<file path="src/rtl/dmab_pkg.sv">
package dmab_pkg;
  typedef enum logic [1:0] {
    ST_IDLE = 2'd0,
    ST_REQ  = 2'd1,
    ST_ACK  = 2'd2,
    ST_GAP  = 2'd3
  } dmab_st_e;
endpackage

</file>
<file path="src/rtl/dmab_arbiter.sv">
module dmab_arbiter #(
  parameter int NUM_EP = 5,
  parameter int EPW    = 3
) (
  input  logic [NUM_EP-1:0] cand,
  output logic              any,
  output logic [EPW-1:0]    idx
);
  always_comb begin
    any = |cand;
    idx = '0;
    for (int i = NUM_EP - 1; i >= 0; i--) begin
      if (cand[i]) idx = EPW'(i);
    end
  end
endmodule

</file>
<file path="src/rtl/dmab_xfer.sv">
module dmab_xfer
  import dmab_pkg::*;
#(
  parameter int NUM_EP = 5,
  parameter int DATA_W = 16,
  parameter int EPW    = 3
) (
  input  logic              clk,
  input  logic              rst_n,
  input  logic              cand_any,
  input  logic [EPW-1:0]    cand_idx,
  input  logic [NUM_EP-1:0] ep_dir_in,
  input  logic              dack,
  input  logic              rd,
  input  logic              wr,
  input  logic              wide_word,
  input  logic [DATA_W-1:0] dma_wdata,
  input  logic [DATA_W-1:0] buf_rdata,
  output logic [DATA_W-1:0] dma_rdata,
  output logic              dreq,
  output logic [EPW-1:0]    dma_ep,
  output logic              buf_pop,
  output logic              buf_push,
  output logic [DATA_W-1:0] buf_wdata
);
  localparam int HI_W = DATA_W - 8;

  dmab_st_e       st;
  logic [EPW-1:0] sel;
  logic           done;
  logic           win;
  logic           sel_in;

  assign sel_in = ep_dir_in[sel];
  assign win    = (st == ST_REQ || st == ST_ACK) && dack && !done;

  assign buf_pop  = win && rd && !sel_in;
  assign buf_push = win && wr && sel_in;
  assign dreq     = (st == ST_REQ);
  assign dma_ep   = sel;

  assign dma_rdata = wide_word ? buf_rdata : {{HI_W{1'b0}}, buf_rdata[7:0]};
  assign buf_wdata = wide_word ? dma_wdata : {{HI_W{1'b0}}, dma_wdata[7:0]};

  always_ff @(posedge clk or negedge rst_n) begin
    if (!rst_n) begin
      st   <= ST_IDLE;
      sel  <= '0;
      done <= 1'b0;
    end else begin
      unique case (st)
        ST_IDLE: begin
          done <= 1'b0;
          if (cand_any) begin
            sel <= cand_idx;
            st  <= ST_REQ;
          end
        end
        ST_REQ: begin
          if (buf_pop || buf_push) done <= 1'b1;
          if (dack) st <= ST_ACK;
        end
        ST_ACK: begin
          if (buf_pop || buf_push) done <= 1'b1;
          if (!dack) st <= ST_GAP;
        end
        default: st <= ST_IDLE;
      endcase
    end
  end
endmodule

</file>
<file path="src/rtl/dmab_irq.sv">
module dmab_irq #(
  parameter int NUM_EP = 5,
  parameter int EPW    = 3
) (
  input  logic              clk,
  input  logic              rst_n,
  input  logic [NUM_EP-1:0] ep_dma_mode,
  input  logic [NUM_EP-1:0] ep_dir_in,
  input  logic [NUM_EP-1:0] buf_ready,
  input  logic [NUM_EP-1:0] buf_empty,
  input  logic [NUM_EP-1:0] nak_evt,
  input  logic              pkt_valid,
  input  logic [EPW-1:0]    pkt_ep,
  input  logic              pkt_short,
  output logic [NUM_EP-1:0] irq_ready,
  output logic [NUM_EP-1:0] irq_nrdy,
  output logic [NUM_EP-1:0] irq_empty
);
  for (genvar i = 0; i < NUM_EP; i++) begin : g_ep
    logic empty_q;
    logic pend;
    logic out_dma;
    logic short_hit;

    assign out_dma   = ep_dma_mode[i] && !ep_dir_in[i];
    assign short_hit = pkt_valid && pkt_short && (pkt_ep == EPW'(i)) && out_dma;

    always_ff @(posedge clk or negedge rst_n) begin
      if (!rst_n) begin
        empty_q      <= 1'b0;
        pend         <= 1'b0;
        irq_ready[i] <= 1'b0;
        irq_nrdy[i]  <= 1'b0;
        irq_empty[i] <= 1'b0;
      end else begin
        empty_q      <= buf_empty[i];
        irq_nrdy[i]  <= ep_dma_mode[i] && nak_evt[i];
        irq_empty[i] <= ep_dma_mode[i] && ep_dir_in[i] && buf_empty[i] && !empty_q;
        irq_ready[i] <= pend && out_dma && !buf_ready[i];
        pend         <= short_hit || (pend && out_dma && buf_ready[i]);
      end
    end
  end
endmodule

</file>
<file path="src/rtl/dmab_len.sv">
module dmab_len #(
  parameter int NUM_EP = 5,
  parameter int EPW    = 3,
  parameter int LEN_W  = 11
) (
  input  logic              clk,
  input  logic              rst_n,
  input  logic [NUM_EP-1:0] ep_dma_mode,
  input  logic [NUM_EP-1:0] ep_dir_in,
  input  logic              pkt_valid,
  input  logic [EPW-1:0]    pkt_ep,
  input  logic [LEN_W-1:0]  pkt_len,
  input  logic              pkt_short,
  input  logic              cont_rx,
  output logic [LEN_W-1:0]  dma_len
);
  localparam logic [EPW:0] EP_LIM = (EPW + 1)'(NUM_EP);

  logic [LEN_W-1:0] acc;
  logic             hit;

  assign hit = pkt_valid && ({1'b0, pkt_ep} < EP_LIM) &&
               ep_dma_mode[pkt_ep] && !ep_dir_in[pkt_ep];

  always_ff @(posedge clk or negedge rst_n) begin
    if (!rst_n) begin
      acc     <= '0;
      dma_len <= '0;
    end else if (hit) begin
      if (pkt_short) begin
        dma_len <= cont_rx ? acc : pkt_len;
        acc     <= '0;
      end else if (cont_rx) begin
        acc <= acc + pkt_len;
      end
    end
  end
endmodule

</file>
<file path="src/rtl/dma_ep_bridge.sv">
module dma_ep_bridge #(
  parameter int NUM_EP = 5,
  parameter int DATA_W = 16,
  parameter int LEN_W  = 11,
  localparam int EPW   = (NUM_EP > 1) ? $clog2(NUM_EP) : 1
) (
  input  logic              clk,
  input  logic              rst_n,
  input  logic [NUM_EP-1:0] ep_dma_mode,
  input  logic [NUM_EP-1:0] ep_dir_in,
  input  logic [NUM_EP-1:0] buf_ready,
  input  logic [NUM_EP-1:0] buf_empty,
  input  logic [NUM_EP-1:0] nak_evt,
  input  logic              wide_word,
  input  logic              dack,
  input  logic              rd,
  input  logic              wr,
  input  logic [DATA_W-1:0] dma_wdata,
  output logic [DATA_W-1:0] dma_rdata,
  output logic              dreq,
  output logic [EPW-1:0]    dma_ep,
  output logic              buf_pop,
  output logic              buf_push,
  output logic [DATA_W-1:0] buf_wdata,
  input  logic [DATA_W-1:0] buf_rdata,
  input  logic              pkt_valid,
  input  logic [EPW-1:0]    pkt_ep,
  input  logic [LEN_W-1:0]  pkt_len,
  input  logic              pkt_short,
  input  logic              cont_rx,
  output logic [NUM_EP-1:0] irq_ready,
  output logic [NUM_EP-1:0] irq_nrdy,
  output logic [NUM_EP-1:0] irq_empty,
  output logic [LEN_W-1:0]  dma_len
);
  logic [NUM_EP-1:0] cand;
  logic              cand_any;
  logic [EPW-1:0]    cand_idx;

  assign cand = ep_dma_mode & buf_ready;

  dmab_arbiter #(.NUM_EP(NUM_EP), .EPW(EPW)) u_arb (
    .cand (cand),
    .any  (cand_any),
    .idx  (cand_idx)
  );

  dmab_xfer #(.NUM_EP(NUM_EP), .DATA_W(DATA_W), .EPW(EPW)) u_xfer (
    .clk       (clk),
    .rst_n     (rst_n),
    .cand_any  (cand_any),
    .cand_idx  (cand_idx),
    .ep_dir_in (ep_dir_in),
    .dack      (dack),
    .rd        (rd),
    .wr        (wr),
    .wide_word (wide_word),
    .dma_wdata (dma_wdata),
    .buf_rdata (buf_rdata),
    .dma_rdata (dma_rdata),
    .dreq      (dreq),
    .dma_ep    (dma_ep),
    .buf_pop   (buf_pop),
    .buf_push  (buf_push),
    .buf_wdata (buf_wdata)
  );

  dmab_irq #(.NUM_EP(NUM_EP), .EPW(EPW)) u_irq (
    .clk         (clk),
    .rst_n       (rst_n),
    .ep_dma_mode (ep_dma_mode),
    .ep_dir_in   (ep_dir_in),
    .buf_ready   (buf_ready),
    .buf_empty   (buf_empty),
    .nak_evt     (nak_evt),
    .pkt_valid   (pkt_valid),
    .pkt_ep      (pkt_ep),
    .pkt_short   (pkt_short),
    .irq_ready   (irq_ready),
    .irq_nrdy    (irq_nrdy),
    .irq_empty   (irq_empty)
  );

  dmab_len #(.NUM_EP(NUM_EP), .EPW(EPW), .LEN_W(LEN_W)) u_len (
    .clk         (clk),
    .rst_n       (rst_n),
    .ep_dma_mode (ep_dma_mode),
    .ep_dir_in   (ep_dir_in),
    .pkt_valid   (pkt_valid),
    .pkt_ep      (pkt_ep),
    .pkt_len     (pkt_len),
    .pkt_short   (pkt_short),
    .cont_rx     (cont_rx),
    .dma_len     (dma_len)
  );
endmodule

</file>
<file path="config.mk">
export PLATFORM = sky130hd
export DESIGN_NAME = dma_ep_bridge
export DESIGN_NICKNAME = d
export VERILOG_FILES = /design/src/rtl/dmab_pkg.sv /design/src/rtl/dmab_arbiter.sv /design/src/rtl/dmab_xfer.sv /design/src/rtl/dmab_irq.sv /design/src/rtl/dmab_len.sv /design/src/rtl/dma_ep_bridge.sv
export SDC_FILE = /design/constraint.sdc
export NUM_CORES = 1
export LEC_CHECK = 0
export ABC_AREA = 1
export CAP_MARGIN = 20
export CORE_ASPECT_RATIO = 0.8
export CORE_MARGIN = 3
export CORE_UTILIZATION = 42
export DETAILED_ROUTE_END_ITERATION = 10
export PLACE_DENSITY = 0.81
export SETUP_SLACK_MARGIN = 0.2
export SYNTH_ARGS = -nofsm -noshare
export SYNTH_HDL_FRONTEND = slang
export SYNTH_SLANG_ARGS = --single-unit
export TNS_END_PERCENT = 50
</file>
<file path="constraint.sdc">
create_clock -name clk -period 1.9 [get_ports clk]
set_input_delay 0.475 -clock clk [delete_from_list [all_inputs] [get_ports clk]]
set_output_delay 0.475 -clock clk [all_outputs]
set_load 0.05 [all_outputs]
</file>
* Yosys cells after proc, flatten, opt, wreduce, memory -nomap -nowiden
Cells that the tools add are included.
** Storage, ports and cells
- Output and inout bits :: 64
- Word-level logic and storage cells :: 163
- Bits in registers :: 53
- Input port bits :: 80
** Operators by class
- Order comparisons :: 3
- Muxes and demuxes :: 22
- Add/sub/neg operators :: 1
- Bitwise operators :: 1
- Equal/unequal tests :: 10
- Reduce and logical (&&, ||, !) cells :: 96
** Operators by type and width (number)
- $logic_and A1 B1 Y1 :: 60
- $mux W11 :: 3
- $mux W16 :: 2
- $logic_not A1 Y1 :: 18
- $mux W3 :: 5
- $add A11 B11 Y11 :: 1
- $bmux W1 S3 :: 3
- $lt A3 B4 Y1 const B :: 2
- $reduce_and A2 Y1 :: 4
- $logic_or A1 B1 Y1 :: 7
- $eq A3 B2 Y1 const B :: 2
- $mux W2 :: 3
- $ne A2 B2 Y1 const B :: 3
- $pmux W2 S3 :: 1
- $and A5 B5 Y5 :: 1
- $reduce_or A5 Y1 :: 1
- $mux W1 :: 4
- $reduce_bool A2 Y1 :: 2
- $eq A3 B1 Y1 const B :: 1
- $eq A3 B3 Y1 const B :: 1
- $logic_not A3 Y1 :: 1
- $lt A3 B3 Y1 const B :: 1
- $reduce_and A3 Y1 :: 1
- $eq A2 B1 Y1 const B :: 1
- other kinds (5) :: 5

* Logic depth before layout (Yosys ltp)
- Depth after elaboration :: 9
- Gate-level depth with buffers :: 11
- Gate-level depth less buffers :: 11

* Hierarchy
A second synthesis with hierarchy kept.
** Unflattened totals
- Cells, all modules :: 450
- Area total of the unflattened synthesis :: 3373.2 um^2
** By module, submodules not included
- dmab_len :: instances 1, sequential area each 550.5 um^2, cells an instance 227, area each 1687.9 um^2
- dmab_irq :: instances 1, sequential area each 625.6 um^2, cells an instance 96, area each 939.7 um^2
- dmab_xfer :: instances 1, sequential area each 150.1 um^2, cells an instance 106, area each 660.6 um^2
- dmab_arbiter :: instances 1, sequential area each 0.0 um^2, cells an instance 11, area each 47.5 um^2
- dma_ep_bridge :: instances 1, sequential area each 0.0 um^2, cells an instance 10, area each 37.5 um^2

* Worst setup path after synthesis
No wires, ideal clock.
- Path type :: reg2out
- From :: register u_xfer.sel[0], in the netlist u_xfer.dma_ep[0]
- To :: output port buf_push
- Slack :: -98 ps
- Arrival time :: 1523 ps
- Cell stages (with the launch flop) :: 9
- Buffers on the path :: 0
- Data required time :: 1425 ps
- Cell sequence :: dfrtp_1 -> inv_1 -> a21oi_1 -> o21ai_0 -> nand2_1 -> nand2_1 -> nand2_1 -> nand2_1 -> inv_1
** Between the ends
- Cells in the longest elaborated chain, start to end :: 3
** Ends and longest elaborated chain
- start: declaration :: line dmab_xfer.sv:29 : logic [EPW-1:0] sel;
- start signal: assignment :: line dmab_xfer.sv:55 : sel <= cand_idx;
- $bmux W1 S3 :: line dmab_xfer.sv:34 : assign sel_in = ep_dir_in[sel];
- $mux W1 (implied by the code) :: line dmab_xfer.sv:34
- $logic_and A1 B1 Y1 :: line dmab_xfer.sv:38 : assign buf_push = win && wr && sel_in;
- end: declaration :: line dma_ep_bridge.sv:23 : output logic buf_push,
No other way between the ends. The select of a mux whose other input is x is not followed.

* Worst setup path in the final report
Ends and elaborated chain as after synthesis.

==> results.py <==
metrics = {
    "global_route": {
        "grt_pass1_vias": 3153,
        "grt_usage_pct": 22.01,
        "grt_start_max_net_pins": 49,
        "gr-total-overflow": 0,
        "antenna_found_initial": 0,
        "grt_pass1_wl_mm": 15.02,
    },
    "run": {
        "cap_viol_max_count": 0,
    },
    "power_and_ir_drop": {
        "power_w": 0.004756,
        "power_frac_seq_pct": 30.9,
        "combPwrFrac_pct": 52.4,
        "p_leak_nw": 2.658,
        "swShare_pct": 40.97,
        "powerDensity_nw_per_um2": 919.0,
        "vdd_drop_max_mv": 0.7025,
        "power.net_switching_w": 0.001948,
        "p_clk_share_pct": 16.6,
        "internal_power_w": 0.002808,
    },
    "placement": {
        "place_ws_ps": -391.2,
        "numPortBuffers": 111,
        "detailed_place_hpwl_mm": 7.069,
        "gp_congestion": 0.8755,
    },
    "timing": {
        "worst_slew_pin_slew_ps": 281.7,
        "setup_viol": 2,
        "drv_slew": 0,
        "max_freq_ghz": 0.4913,
        "maxSlewHeadroom_pct": 80.97,
        "clock_skew_ps": 6.850,
        "rsz0062_at_grt": "yes",
        "final.period_utilization_pct": 107.1,
        "finalHoldViolCount": 0,
        "setup_ws_ps": -135.3,
        "post-route-min-period_ps": 2035,
    },
    "clock_network": {
        "clock_path_buffers": 2,
        "htree_levels": 2,
        "cts_tree": "yes",
        "cts.clk_slew.worst_paths_ps": 100,
        "ctsRootBufferMaster": "clkbuf_8",
        "cts_buffers": 5,
        "worstSkewPairLatency_ps": 310,
        "cts.sinks": 53,
    },
    "yosys": {
        "synth_flop_cell": "dfrtp_1",
        "synth-edff-count": 0,
        "synthArstFlopShare_pct": 100.0,
        "ys_seq_area_share_pct": 42.11,
        "netlist_area_sq_um": 3149,
        "synth_seq_cells": 53,
        "postSynthCellCount": 404,
        "synth_cell_type_count": 36,
        "yosys_warnings": 0,
        "syn_nets": 499,
        "synth_area_per_cell_sq_um": 7.795,
    },
    "layout": {
        "diodes": 0,
        "seqCellArea_sq_um": 1329,
        "multi_input_area_sq_um": 1734,
        "layout_commonest_cell": "nand2_1",
        "layout_common_cells": "nand2_1, buf_4, dfrtp_1",
        "drive_above_1_share_pct": 36.81,
        "fillers": 471,
        "nNetsFinal": 640,
        "syn_to_final_growth_pct": 64.32,
    },
    "die": {
        "ios": 144,
        "start_util_pct": 44.60,
        "dieArea_sq_um": 8580,
        "die_x_um": 102.8,
        "rows": 27,
        "core-area_sq_um": 7061,
        "die_y_um": 83.45,
    },
    "detailed_routing": {
        "first_pass_iters": 5,
        "via_count": 3246,
        "wire_per_inst_um": 15.90,
        "postRouteAntennaNets": 0,
        "via_per_inst": 5.128,
        "drc_errors": 0,
        "wl_mm": 10.07,
        "drt_iter0_drc": 309,
    },
    "min_path": {
        "hold_depth": 1,
        "hold_class": "flop to flop",
    },
    "critical_path": {
        "setup.worst_path.start_class": "flop",
        "cp.required_ps": 1420,
        "critPathKind": "flop to primary output",
        "critPathArrivalTime_ps": 1560,
        "critPathMaxFanout": 4,
        "critical_path.endpoint_type": "primary output",
        "worstRegToRegCells": 10,
    },
    "run_status": {
        "violations": "setup timing",
        "status": "finished with violations",
    },
}
[cells by family after synthesis]
group                      count (synthesis)  synth area share, %
buffers and inverters                     79                11.84
DFF                                       53                42.11
AOI/OAI and AO/OA                         43                7.986
and+or+nand+nor                          196                25.94
xor gates and xnor gates                   6                1.669
muxes                                     12                4.251
adders and majority gates                 15                6.198
[what timing repair did]
item	CTS	global route
endpoints found under the setup margin	41	45
buffers inserted	9	4
pin swaps	21	21
gates cloned	1	2
hold buffers	1	0
endpoints found under the hold margin	5	0
gates resized for setup	59	49
[power groups by stage]
| stage | combinational [W] | sequential (W) | clock, W |
|---|---|---|---|
| after detailed placement | 0.00211 | 0.00147 | 0 |
| after CTS | 0.00232 | 0.00145 | 0.000801 |
| final | 0.00249 | 0.00147 | 0.000791 |
| after floorplan | 0.00109 | 0.00176 | 0 |
| after global routing | 0.00269 | 0.00150 | 0.000846 |
| after global placement | 0.00206 | 0.00146 | 0 |
[metal layers]
metal | track usage [%] | part of all wire, % | vias to the layer above | wire (um)
li1 | - | - | 1541 | -
met1 | 29.65 | 42 | 1526 | 4199
met2 | 36.52 | 49 | 155 | 4981
met3 | 3.843 | 7.5 | 24 | 752
met4 | 5.529 | 1.3 | 0 | 133
met5 | 0 | 0 | - | 0
[cell usage after synthesis, types with 3 or more instances]
cell type  number  area [sq um]
o21ai_0         5         25.02
o21ai_1        18         90.09
or2_2           3         18.77
inv_1          54         202.7
o22ai_1         4         25.02
buf_4          16         120.1
clkbuf_1        3         11.26
dfrtp_1        53          1326
nor2_1         32         120.1
mux2_2         11         123.9
a21oi_1         8         40.04
ha_1           14         175.2
nand2_1       126         473.0
xnor2_1         5         43.79
nand3_1        26         130.1
[worst max-delay path, cell delays in order, from the launching register on]
cell,delay [ps]
dfrtp_2,440
inv_2,80
a21oi_2,50
o21ai_1,70
nand2_1,110
nand2_2,100
nand2_2,50
nand2_2,100
clkinvlp_4,100
buf_12,150
[final timing paths]
| check | start | to | slack [ps] |
|---|---|---|---|
| setup / recovery | u_xfer.dma_ep[0] | buf_push | -140 |
| hold / removal | u_irq.g_ep[2].empty_q | u_irq.irq_empty[2] | 400 |
| setup reg to reg | u_len.acc[2] | u_len.acc[9] | 280 |
| hold reg to reg | u_irq.g_ep[2].empty_q | u_irq.irq_empty[2] | 400 |
| max in group asynchronous | rst_n | u_xfer.dma_ep[0] | 880 |
| min in group asynchronous | rst_n | u_len.acc[1] | 510 |
[sequential cells by signal, summed over array words and instances (netlist names), 3 cells and up]
name,flops
u_irq.g_ep.empty_q,5
u_irq.g_ep.pend,5
u_irq.irq_empty,5
u_irq.irq_nrdy,5
u_irq.irq_ready,5
u_len.acc,11
u_len.dma_len,11
u_xfer.dma_ep,3
[per-stage QoR]
step | util, % | setup TNS, ps | hold slack (ps) | instances | cell area, sq um
after global placement | 65.71 | -4979 | 323.3 | 608 | 4639
after detailed placement | 65.71 | -6227 | 325.5 | 608 | 4639
after floorplan | - | 0 | 179.4 | 404 | 3216
after global routing | 73.29 | -384.4 | 423.6 | 633 | 5175
final | 73.29 | -232.9 | 396.9 | 633 | 5175
after CTS | 70.30 | -220.1 | 401.5 | 627 | 4964
[cell type report]
type / count / area share, %
Clock buffer: 6 / 1.402
Clock inverter: 2 / 0.7495
Inverter: 56 / 4.932
Multi-Input combinational cell: 273 / 33.51
Sequential cell: 53 / 25.68
Tap cell: 87 / 2.103
Timing Repair Buffer: 156 / 31.62
Note: power is estimated with default switching activity, not from simulation.
